### src/rtl/flow_verdict_pkg.sv
package flow_verdict_pkg;
  typedef enum logic [1:0] {
    RES_ALLOW = 2'b00,
    RES_DENY  = 2'b01,
    RES_MISS  = 2'b10
  } fv_result_e;
endpackage

### src/rtl/fvc_label_regs.sv
module fvc_label_regs #(
  parameter int THREADS = 2,
  parameter int LBL_W   = 16,
  localparam int TID_W  = (THREADS > 1) ? $clog2(THREADS) : 1
) (
  input  logic             clk,
  input  logic             rst_n,
  input  logic             we,
  input  logic [TID_W-1:0] wr_tid,
  input  logic [LBL_W-1:0] wr_label,
  input  logic [TID_W-1:0] rd_tid,
  output logic [LBL_W-1:0] rd_label
);
  logic [LBL_W-1:0] lbl_q [THREADS];

  for (genvar t = 0; t < THREADS; t++) begin : g_thr
    always_ff @(posedge clk) begin
      if (!rst_n) begin
        lbl_q[t] <= '0;
      end else if (we && (int'(wr_tid) == t)) begin
        lbl_q[t] <= wr_label;
      end
    end
  end

  always_comb begin
    rd_label = '0;
    for (int t = 0; t < THREADS; t++) begin
      if (int'(rd_tid) == t) rd_label = lbl_q[t];
    end
  end
endmodule

### src/rtl/fvc_rr_victim.sv
module fvc_rr_victim #(
  parameter int ENTRIES = 16,
  localparam int IDX_W  = $clog2(ENTRIES)
) (
  input  logic             clk,
  input  logic             rst_n,
  input  logic             flush,
  input  logic             alloc,
  output logic [IDX_W-1:0] ptr
);
  always_ff @(posedge clk) begin
    if (!rst_n) begin
      ptr <= '0;
    end else if (flush) begin
      ptr <= alloc ? IDX_W'(1) : '0;
    end else if (alloc) begin
      ptr <= ptr + IDX_W'(1);
    end
  end
endmodule

### src/rtl/fvc_pair_array.sv
module fvc_pair_array #(
  parameter int ENTRIES = 16,
  parameter int LBL_W   = 16,
  localparam int IDX_W  = $clog2(ENTRIES)
) (
  input  logic             clk,
  input  logic             rst_n,
  input  logic             flush,
  input  logic             fill_valid,
  input  logic [LBL_W-1:0] fill_tlabel,
  input  logic [LBL_W-1:0] fill_dlabel,
  input  logic             fill_allow,
  input  logic [IDX_W-1:0] victim,
  output logic             alloc,
  input  logic [LBL_W-1:0] lk_tlabel,
  input  logic [LBL_W-1:0] lk_dlabel,
  output logic             lk_hit,
  output logic             lk_allow
);
  logic             vld_q   [ENTRIES];
  logic [LBL_W-1:0] tl_q    [ENTRIES];
  logic [LBL_W-1:0] dl_q    [ENTRIES];
  logic             allow_q [ENTRIES];

  logic [ENTRIES-1:0] fill_match, lk_match;
  logic               fill_hit_any;
  logic [IDX_W-1:0]   wr_idx;
  logic               arr_hit, arr_allow, byp_hit;

  for (genvar e = 0; e < ENTRIES; e++) begin : g_ent
    assign fill_match[e] = vld_q[e] && !flush &&
                           (tl_q[e] == fill_tlabel) && (dl_q[e] == fill_dlabel);
    assign lk_match[e]   = vld_q[e] && !flush &&
                           (tl_q[e] == lk_tlabel) && (dl_q[e] == lk_dlabel);

    always_ff @(posedge clk) begin
      if (!rst_n) begin
        vld_q[e]   <= 1'b0;
        tl_q[e]    <= '0;
        dl_q[e]    <= '0;
        allow_q[e] <= 1'b0;
      end else begin
        if (flush) vld_q[e] <= 1'b0;
        if (fill_valid && (int'(wr_idx) == e) && (alloc || fill_match[e])) begin
          vld_q[e]   <= 1'b1;
          tl_q[e]    <= fill_tlabel;
          dl_q[e]    <= fill_dlabel;
          allow_q[e] <= fill_allow;
        end
      end
    end
  end

  assign fill_hit_any = |fill_match;
  assign alloc        = fill_valid && !fill_hit_any;

  always_comb begin
    wr_idx = flush ? '0 : victim;
    for (int e = 0; e < ENTRIES; e++) begin
      if (fill_match[e]) wr_idx = IDX_W'(e);
    end
  end

  always_comb begin
    arr_hit   = |lk_match;
    arr_allow = 1'b0;
    for (int e = 0; e < ENTRIES; e++) begin
      arr_allow = arr_allow | (lk_match[e] & allow_q[e]);
    end
  end

  assign byp_hit  = fill_valid && (fill_tlabel == lk_tlabel) && (fill_dlabel == lk_dlabel);
  assign lk_hit   = byp_hit || arr_hit;
  assign lk_allow = byp_hit ? fill_allow : arr_allow;
endmodule

### src/rtl/flow_verdict_cache.sv
module flow_verdict_cache
  import flow_verdict_pkg::*;
#(
  parameter int ENTRIES = 16,
  parameter int LBL_W   = 16,
  parameter int THREADS = 2,
  localparam int IDX_W  = $clog2(ENTRIES),
  localparam int TID_W  = (THREADS > 1) ? $clog2(THREADS) : 1
) (
  input  logic             clk,
  input  logic             rst_n,
  input  logic             flush,
  input  logic             lbl_we,
  input  logic [TID_W-1:0] lbl_tid,
  input  logic [LBL_W-1:0] lbl_wdata,
  input  logic             req_valid,
  output logic             req_ready,
  input  logic [TID_W-1:0] req_tid,
  input  logic [LBL_W-1:0] req_dlabel,
  output logic             rsp_valid,
  input  logic             rsp_ready,
  output logic [1:0]       rsp_result,
  output logic [LBL_W-1:0] rsp_tlabel,
  output logic [LBL_W-1:0] rsp_dlabel,
  input  logic             fill_valid,
  input  logic [LBL_W-1:0] fill_tlabel,
  input  logic [LBL_W-1:0] fill_dlabel,
  input  logic             fill_allow
);
  logic [LBL_W-1:0] lk_tlabel;
  logic [IDX_W-1:0] victim;
  logic             alloc, lk_hit, lk_allow, accept;
  fv_result_e       lk_res;

  fvc_label_regs #(.THREADS(THREADS), .LBL_W(LBL_W)) lbl_i (
    .clk(clk), .rst_n(rst_n), .we(lbl_we), .wr_tid(lbl_tid), .wr_label(lbl_wdata),
    .rd_tid(req_tid), .rd_label(lk_tlabel)
  );

  fvc_rr_victim #(.ENTRIES(ENTRIES)) rr_i (
    .clk(clk), .rst_n(rst_n), .flush(flush), .alloc(alloc), .ptr(victim)
  );

  fvc_pair_array #(.ENTRIES(ENTRIES), .LBL_W(LBL_W)) arr_i (
    .clk(clk), .rst_n(rst_n), .flush(flush),
    .fill_valid(fill_valid), .fill_tlabel(fill_tlabel), .fill_dlabel(fill_dlabel),
    .fill_allow(fill_allow), .victim(victim), .alloc(alloc),
    .lk_tlabel(lk_tlabel), .lk_dlabel(req_dlabel), .lk_hit(lk_hit), .lk_allow(lk_allow)
  );

  assign req_ready = !rsp_valid || rsp_ready;
  assign accept    = req_valid && req_ready;
  assign lk_res    = !lk_hit ? RES_MISS : (lk_allow ? RES_ALLOW : RES_DENY);

  always_ff @(posedge clk) begin
    if (!rst_n) begin
      rsp_valid  <= 1'b0;
      rsp_result <= RES_MISS;
      rsp_tlabel <= '0;
      rsp_dlabel <= '0;
    end else if (accept) begin
      rsp_valid  <= 1'b1;
      rsp_result <= lk_res;
      rsp_tlabel <= lk_tlabel;
      rsp_dlabel <= req_dlabel;
    end else if (rsp_ready) begin
      rsp_valid  <= 1'b0;
    end
  end
endmodule

### config.mk
export PLATFORM = sky130hd
export DESIGN_NAME = flow_verdict_cache
export DESIGN_NICKNAME = d
export VERILOG_FILES = /design/src/rtl/flow_verdict_pkg.sv /design/src/rtl/fvc_label_regs.sv /design/src/rtl/fvc_rr_victim.sv /design/src/rtl/fvc_pair_array.sv /design/src/rtl/flow_verdict_cache.sv
export SDC_FILE = /design/constraint.sdc
export NUM_CORES = 2
export LEC_CHECK = 0
export ABC_CLOCK_PERIOD_IN_PS = 5600
export BUFFER_PORTS_ARGS = -buffer_cell sky130_fd_sc_hd__buf_2
export CAP_MARGIN = 20
export CORE_ASPECT_RATIO = 1.75
export CORE_MARGIN = 1.5
export CORE_UTILIZATION = 30
export CTS_BUF_LIST = sky130_fd_sc_hd__clkbuf_16
export DETAILED_ROUTE_END_ITERATION = 7
export PLACE_DENSITY = 0.44
export SLEW_MARGIN = 20
export SYNTH_ARGS = -nofsm -noshare
export SYNTH_HDL_FRONTEND = slang
export SYNTH_SLANG_ARGS = --single-unit
### constraint.sdc
create_clock -name clk -period 5.6 [get_ports clk]
set_input_delay 0.28 -clock clk [delete_from_list [all_inputs] [get_ports clk]]
set_output_delay 0.28 -clock clk [all_outputs]
set_load 0.05 [all_outputs]
Word-level counts from Yosys, hierarchy flattened
Memory sizes are Yosys's and may differ from the RTL's.
Index checks and enable logic that the tools add are counted.
{"block": "op_classes", "n_addsub": 1, "n_eq_ne": 81, "mux": 166, "bitwise": 114, "n_reduce_logical": 144}
{"op": "$eq 16x16->1", "n": 66}
{"op": "$mux 16", "n": 35}
{"op": "$logic_and 1x1->1", "n": 118}
{"op": "$mux 1", "n": 111}
{"op": "$or 1x1->1", "n": 97}
{"op": "$mux 4", "n": 19}
{"op": "$eq 4x4->1 const B", "n": 8}
{"op": "$reduce_or 16->1", "n": 2}
{"op": "$logic_or 1x1->1", "n": 18}
{"op": "$and 1x1->1", "n": 16}
{"op": "$eq 4x3->1 const B", "n": 4}
{"op": "$eq 4x2->1 const B", "n": 2}
{"op": "$add 4x1->4 const B", "n": 1}
{"op": "$eq 4x1->1 const B", "n": 1}
{"op": "$logic_not 4->1", "n": 1}
{"op": "$reduce_bool 2->1", "n": 2}
{"op": "$logic_not 1->1", "n": 3}
{"op": "$mux 2", "n": 1}
{"op": "$not 1->1", "n": 1}
{"block": "word_totals", "regBits": 39, "mem_bits_rw": 576, "in_bits": 74, "elab_cells": 516, "n_memories": 5}
{"memory": "arr_i.dl_q", "depth": 16, "word_bits": 16, "read_ports": 16, "rd_clocked_by_memory_dff": 0, "write_ports": 16, "line": "fvc_pair_array.sv:22", "text": "logic [LBL_W-1:0] dl_q [ENTRIES];"}
{"memory": "arr_i.tl_q", "depth": 16, "word_bits": 16, "read_ports": 16, "rd_clocked_by_memory_dff": 0, "write_ports": 16, "line": "fvc_pair_array.sv:21", "text": "logic [LBL_W-1:0] tl_q [ENTRIES];"}
{"memory": "lbl_i.lbl_q", "depth": 2, "word_bits": 16, "read_ports": 2, "rd_clocked_by_memory_dff": 0, "write_ports": 2, "line": "fvc_label_regs.sv:14", "text": "logic [LBL_W-1:0] lbl_q [THREADS];"}
{"memory": "arr_i.allow_q", "depth": 16, "word_bits": 1, "read_ports": 16, "rd_clocked_by_memory_dff": 0, "write_ports": 16, "line": "fvc_pair_array.sv:23", "text": "logic allow_q [ENTRIES];"}
{"memory": "arr_i.vld_q", "depth": 16, "word_bits": 1, "read_ports": 16, "rd_clocked_by_memory_dff": 0, "write_ports": 16, "line": "fvc_pair_array.sv:20", "text": "logic vld_q [ENTRIES];"}

Logic depth before layout (Yosys ltp)
{"block": "depth", "ltp_word": 27, "depth_mapped": 15}

Cells and area by module
From an unflattened synthesis, not the netlist that was laid out.
{"block": "unflattened", "cells_unflattened": 3282, "hier_area_um2": 36525.0}
{"mod": "fvc_pair_array", "instances": 1, "cells_each": 3003, "area_per_inst_um2": 33459.6}
{"mod": "fvc_label_regs", "instances": 1, "cells_each": 109, "area_per_inst_um2": 1456.4}
{"mod": "flow_verdict_cache", "instances": 1, "cells_each": 153, "area_per_inst_um2": 1440.1}
{"mod": "fvc_rr_victim", "instances": 1, "cells_each": 17, "area_per_inst_um2": 168.9}

Least setup slack after synthesis
Ideal clock, no wire load.
{"block": "synth_timing", "kind": "input to register", "startpoint": "input fill_tlabel[3]", "endpoint": "memory arr_i.allow_q[1][0] (netlist: arr_i.allow_q[0][1]) (enable)", "setup_ns": 0.469, "arrival_time_ns": 4.918, "required_time_ns": 5.131, "path_slack_ns": 0.213, "cell_stages": 12, "path_cell_list": "buf_2 > buf_6 > xor2_1 > nor4_1 > nand2_1 > or4_4 > a21oi_1 > o31a_1 > o21ai_2 > a211o_1 > clkbuf_1 > o21ai_0"}
{"item": "start: declaration", "line": "flow_verdict_cache.sv:26", "text": "input logic [LBL_W-1:0] fill_tlabel,"}
{"item": "end: declaration", "line": "fvc_pair_array.sv:23"}

==> impl_metrics.yaml <==
logic_synthesis:
  synthArstFlopShare_pct: 0
  synth.distinct_cells: 74
  synthCells: 3251
  synth_area_um2: 36900
  yosysWarnings: 0
  synth-seq-cells: 615
  synth_edf_count: 574
  synth_nets: 3326
  seq_area_frac_synth_pct: 48.9
  synth.avg_cell_area_um2: 11.3
  yosys_most_used_dff: "edfxtp_1"
die:
  num_io_pins: 110
  die_w_um: 268
  start_util_pct: 30.2
  num_rows: 170
  die_y_um: 467
  dieArea_um2: 125000
  core_area_um2: 122000
global_routing:
  grt_pass1_vias: 27000
  grt_util_all_layers_pct: 25.7
  grt_pass1_wl_um: 221000
  grt_max_degree: 68
  antenna_found_initial: 10
  grt-ovfl-total: 0
detailed_routing:
  avgViaCountPerCell: 5.16
  antenna_left: 0
  drt_iter0_markers: 2265
  wl_per_cell_um: 31.7
  vias: 26300
  first_pass_iters: 6
  post-route-drc-count: 0
  wl_um: 161000
sta:
  fin_worst_skew_ns: 0.0266
  final_hold_viol_count: 0
  tightestPinTransition_ns: 1.18
  tns_ns: 0
  setup_viol: 0
  period_share_pct: 81.5
  rsz0062_at_grt: "no"
  hold_slack_ns: 0.0806
  slew_headroom_pct: 21.5
  min_period_ns: 4.57
  max_freq_ghz: 0.219
  slew_violations: 0
power_and_ir_drop:
  power_density_nw_per_um2: 281
  irDropWorstVdd_mv: 0.204
  p_leak_nw: 16.3
layout:
  fill_cells: 12100
  regArea_um2: 18100
  finalNonFillerCells: 5088
  areaGrowthSynthToFinish_pct: 16.5
  layout_commonest_cell: "xor2_1"
  layout_common_cells: "xor2_1, edfxtp_1, xnor2_1"
  multiInputGateArea_um2: 17500
  drive_gt1_share_pct: 14.3
  fin_nets: 3474
placed_design:
  io_buffer_count: 109
  hpwl_um: 114000
  dp.cells: 4945
  gp_congestion: 0.928
clock_network:
  cts.clk_slew.worst_paths_ns: 0.07
  ctsHoldBuffers: 18
  cts_sinks: 615
  tritoncts: "built"
  postCtsSetupRepairBufs: 0
  numCtsBuffers: 66
  clockBufferDepth: 3
  cts_resized: 0
  worstSkewPairLatency_ns: 0.67
  cts.htree.levels: 3
  cts_root_buf: "clkbuf_16"
worst_setup_path:
  crit_path_start: "fill_tlabel[15]"
  crit_top_cell: "buf_4"
  cp-endpoint: "arr_i.tl_q[3][11]"
  setup.worst_path.start_class: "input port"
  crit_path_top_delay_cell: "buf_2"
  worstSetupEndpointType: "flop"
  r2r_cells: 14
  r2r_slack_ns: 1.08
  cp_max_fo: 25
  cp_cell_sequence: "buf_2, xor2_1, nor4_1, nand2_1, nor4_1, buf_4, nor4_2, a21boi_1, and4_1, buf_4, a21boi_0, buf_4, and3_1, buf_4, and2_1"
  r2r-start: "arr_i.tl_q[2][15]"
  max_stage_delay_ns: 0.78
  timing.rr.end: "arr_i.tl_q[3][11]"
  cp_data_required_time_ns: 6.12
  cp.arrival_ns: 5.09
  path_class: "input port to flop"
worst_hold_path:
  hp-class: "input port to flop"
status:
  outcome: "completed"
run:
  maxCapViolCount: 0
==> sequential cells by signal (all words and copies together), names as in the netlist <==
register and count:
arr_i.dl_q 256, lbl_i.lbl_q 32, arr_i.vld_q 16, arr_i.tl_q 256
arr_i.allow_q 16, rsp_dlabel 16, rsp_tlabel 16, rr_i.ptr 4
rsp_result 2, rsp_valid 1
==> cells by family after synthesis <==
group,share of synthesized area (%)
adder cells (fa/ha/maj),0.0339
AO/OA/AOI/OAI,1.98
flip-flops,48.9
multiplexers,0.519
AND/OR/NAND/NOR,19.2
buffers and inverters,4.40
XOR/XNOR,25.0
==> layer usage <==
metal  vias up  GRT usage [%]  wire length, um
li1      11600              -                -
met1     13400           29.1            60900
met2       922           46.0            83000
met3       341           3.42             6990
met4         4           14.6            10400
met5         -              0               23
==> stage by stage <==
step	util, %	instance area [um2]	power (mW)	worst slack [ns]
6_report	35.1	43000	12.1	1.03
5_1_grt	35.1	43000	12.4	0.845
4_1_cts	35.1	42900	12.1	1.09
3_5_place_dp	33.1	40500	7.42	0.390
3_3_place_gp	33.1	40500	7.43	0.376
2_1_floorplan	-	36900	6.50	0.213
==> final cells by class <==
cell class	instances	share of cell area, %
clock inverter	47	0.949
inverter	18	0.157
multi-input combinational	2344	40.6
sequential	615	42.0
tap	1634	4.76
antenna	3	0.0175
timing repair buffer	354	7.20
clock buffer	73	4.25
==> power breakdown <==
part           internal, mW  switching [mW]  total (mW)  leakage, nW
registers              5.20           0.163        5.36         6.28
clock network          2.68            2.06        4.73         1.14
logic                 0.655            1.33        1.98         8.88
total                  8.53            3.55        12.1         16.3
==> synth_stat cells, types with 9 or more instances <==
cell type	instances	area share, %
clkbuf_1	116	1.2
dfxtp_1	41	2.2
clkbuf_2	14	0.19
and3_1	186	3.2
nand4_1	150	2.5
nand3_1	53	0.72
buf_1	12	0.12
o21ai_0	9	0.12
buf_2	56	0.76
and2_1	367	6.2
buf_4	35	0.71
buf_6	41	1.3
xor2_1	619	15
nor4_1	186	3.2
inv_1	18	0.18
mux2i_1	15	0.41
xnor2_1	432	10
a21oi_1	21	0.28
edfxtp_1	574	47
nor2b_1	21	0.36
nand2b_1	11	0.19
a211oi_1	17	0.35
nor2_1	47	0.48
nand2_1	88	0.90
nor3_1	29	0.39
==> worst max-delay path: cells and delay by family <==
kind                   cells  cell delay (ns)
AO/OA/AOI/OAI              2             0.51
AND/OR/NAND/NOR            7             2.30
buffers and inverters      5             1.74
XOR/XNOR                   1             0.20
==> how the worst min path moves through the flow <==
stage,start,end,slack [ns],cells past startpoint
2_1_floorplan,req_valid,rsp_valid,0.41,2
3_3_place_gp,rsp_dlabel[12],rsp_dlabel[12],0.44,2
3_5_place_dp,rsp_dlabel[11],rsp_dlabel[11],0.44,2
4_1_cts,fill_tlabel[1],arr_i.tl_q[4][1],0.08,2
5_1_grt,fill_tlabel[5],arr_i.tl_q[9][5],0.09,2
6_report,fill_tlabel[5],arr_i.tl_q[9][5],0.08,2
Note: power is estimated with default switching activity, not from simulation.
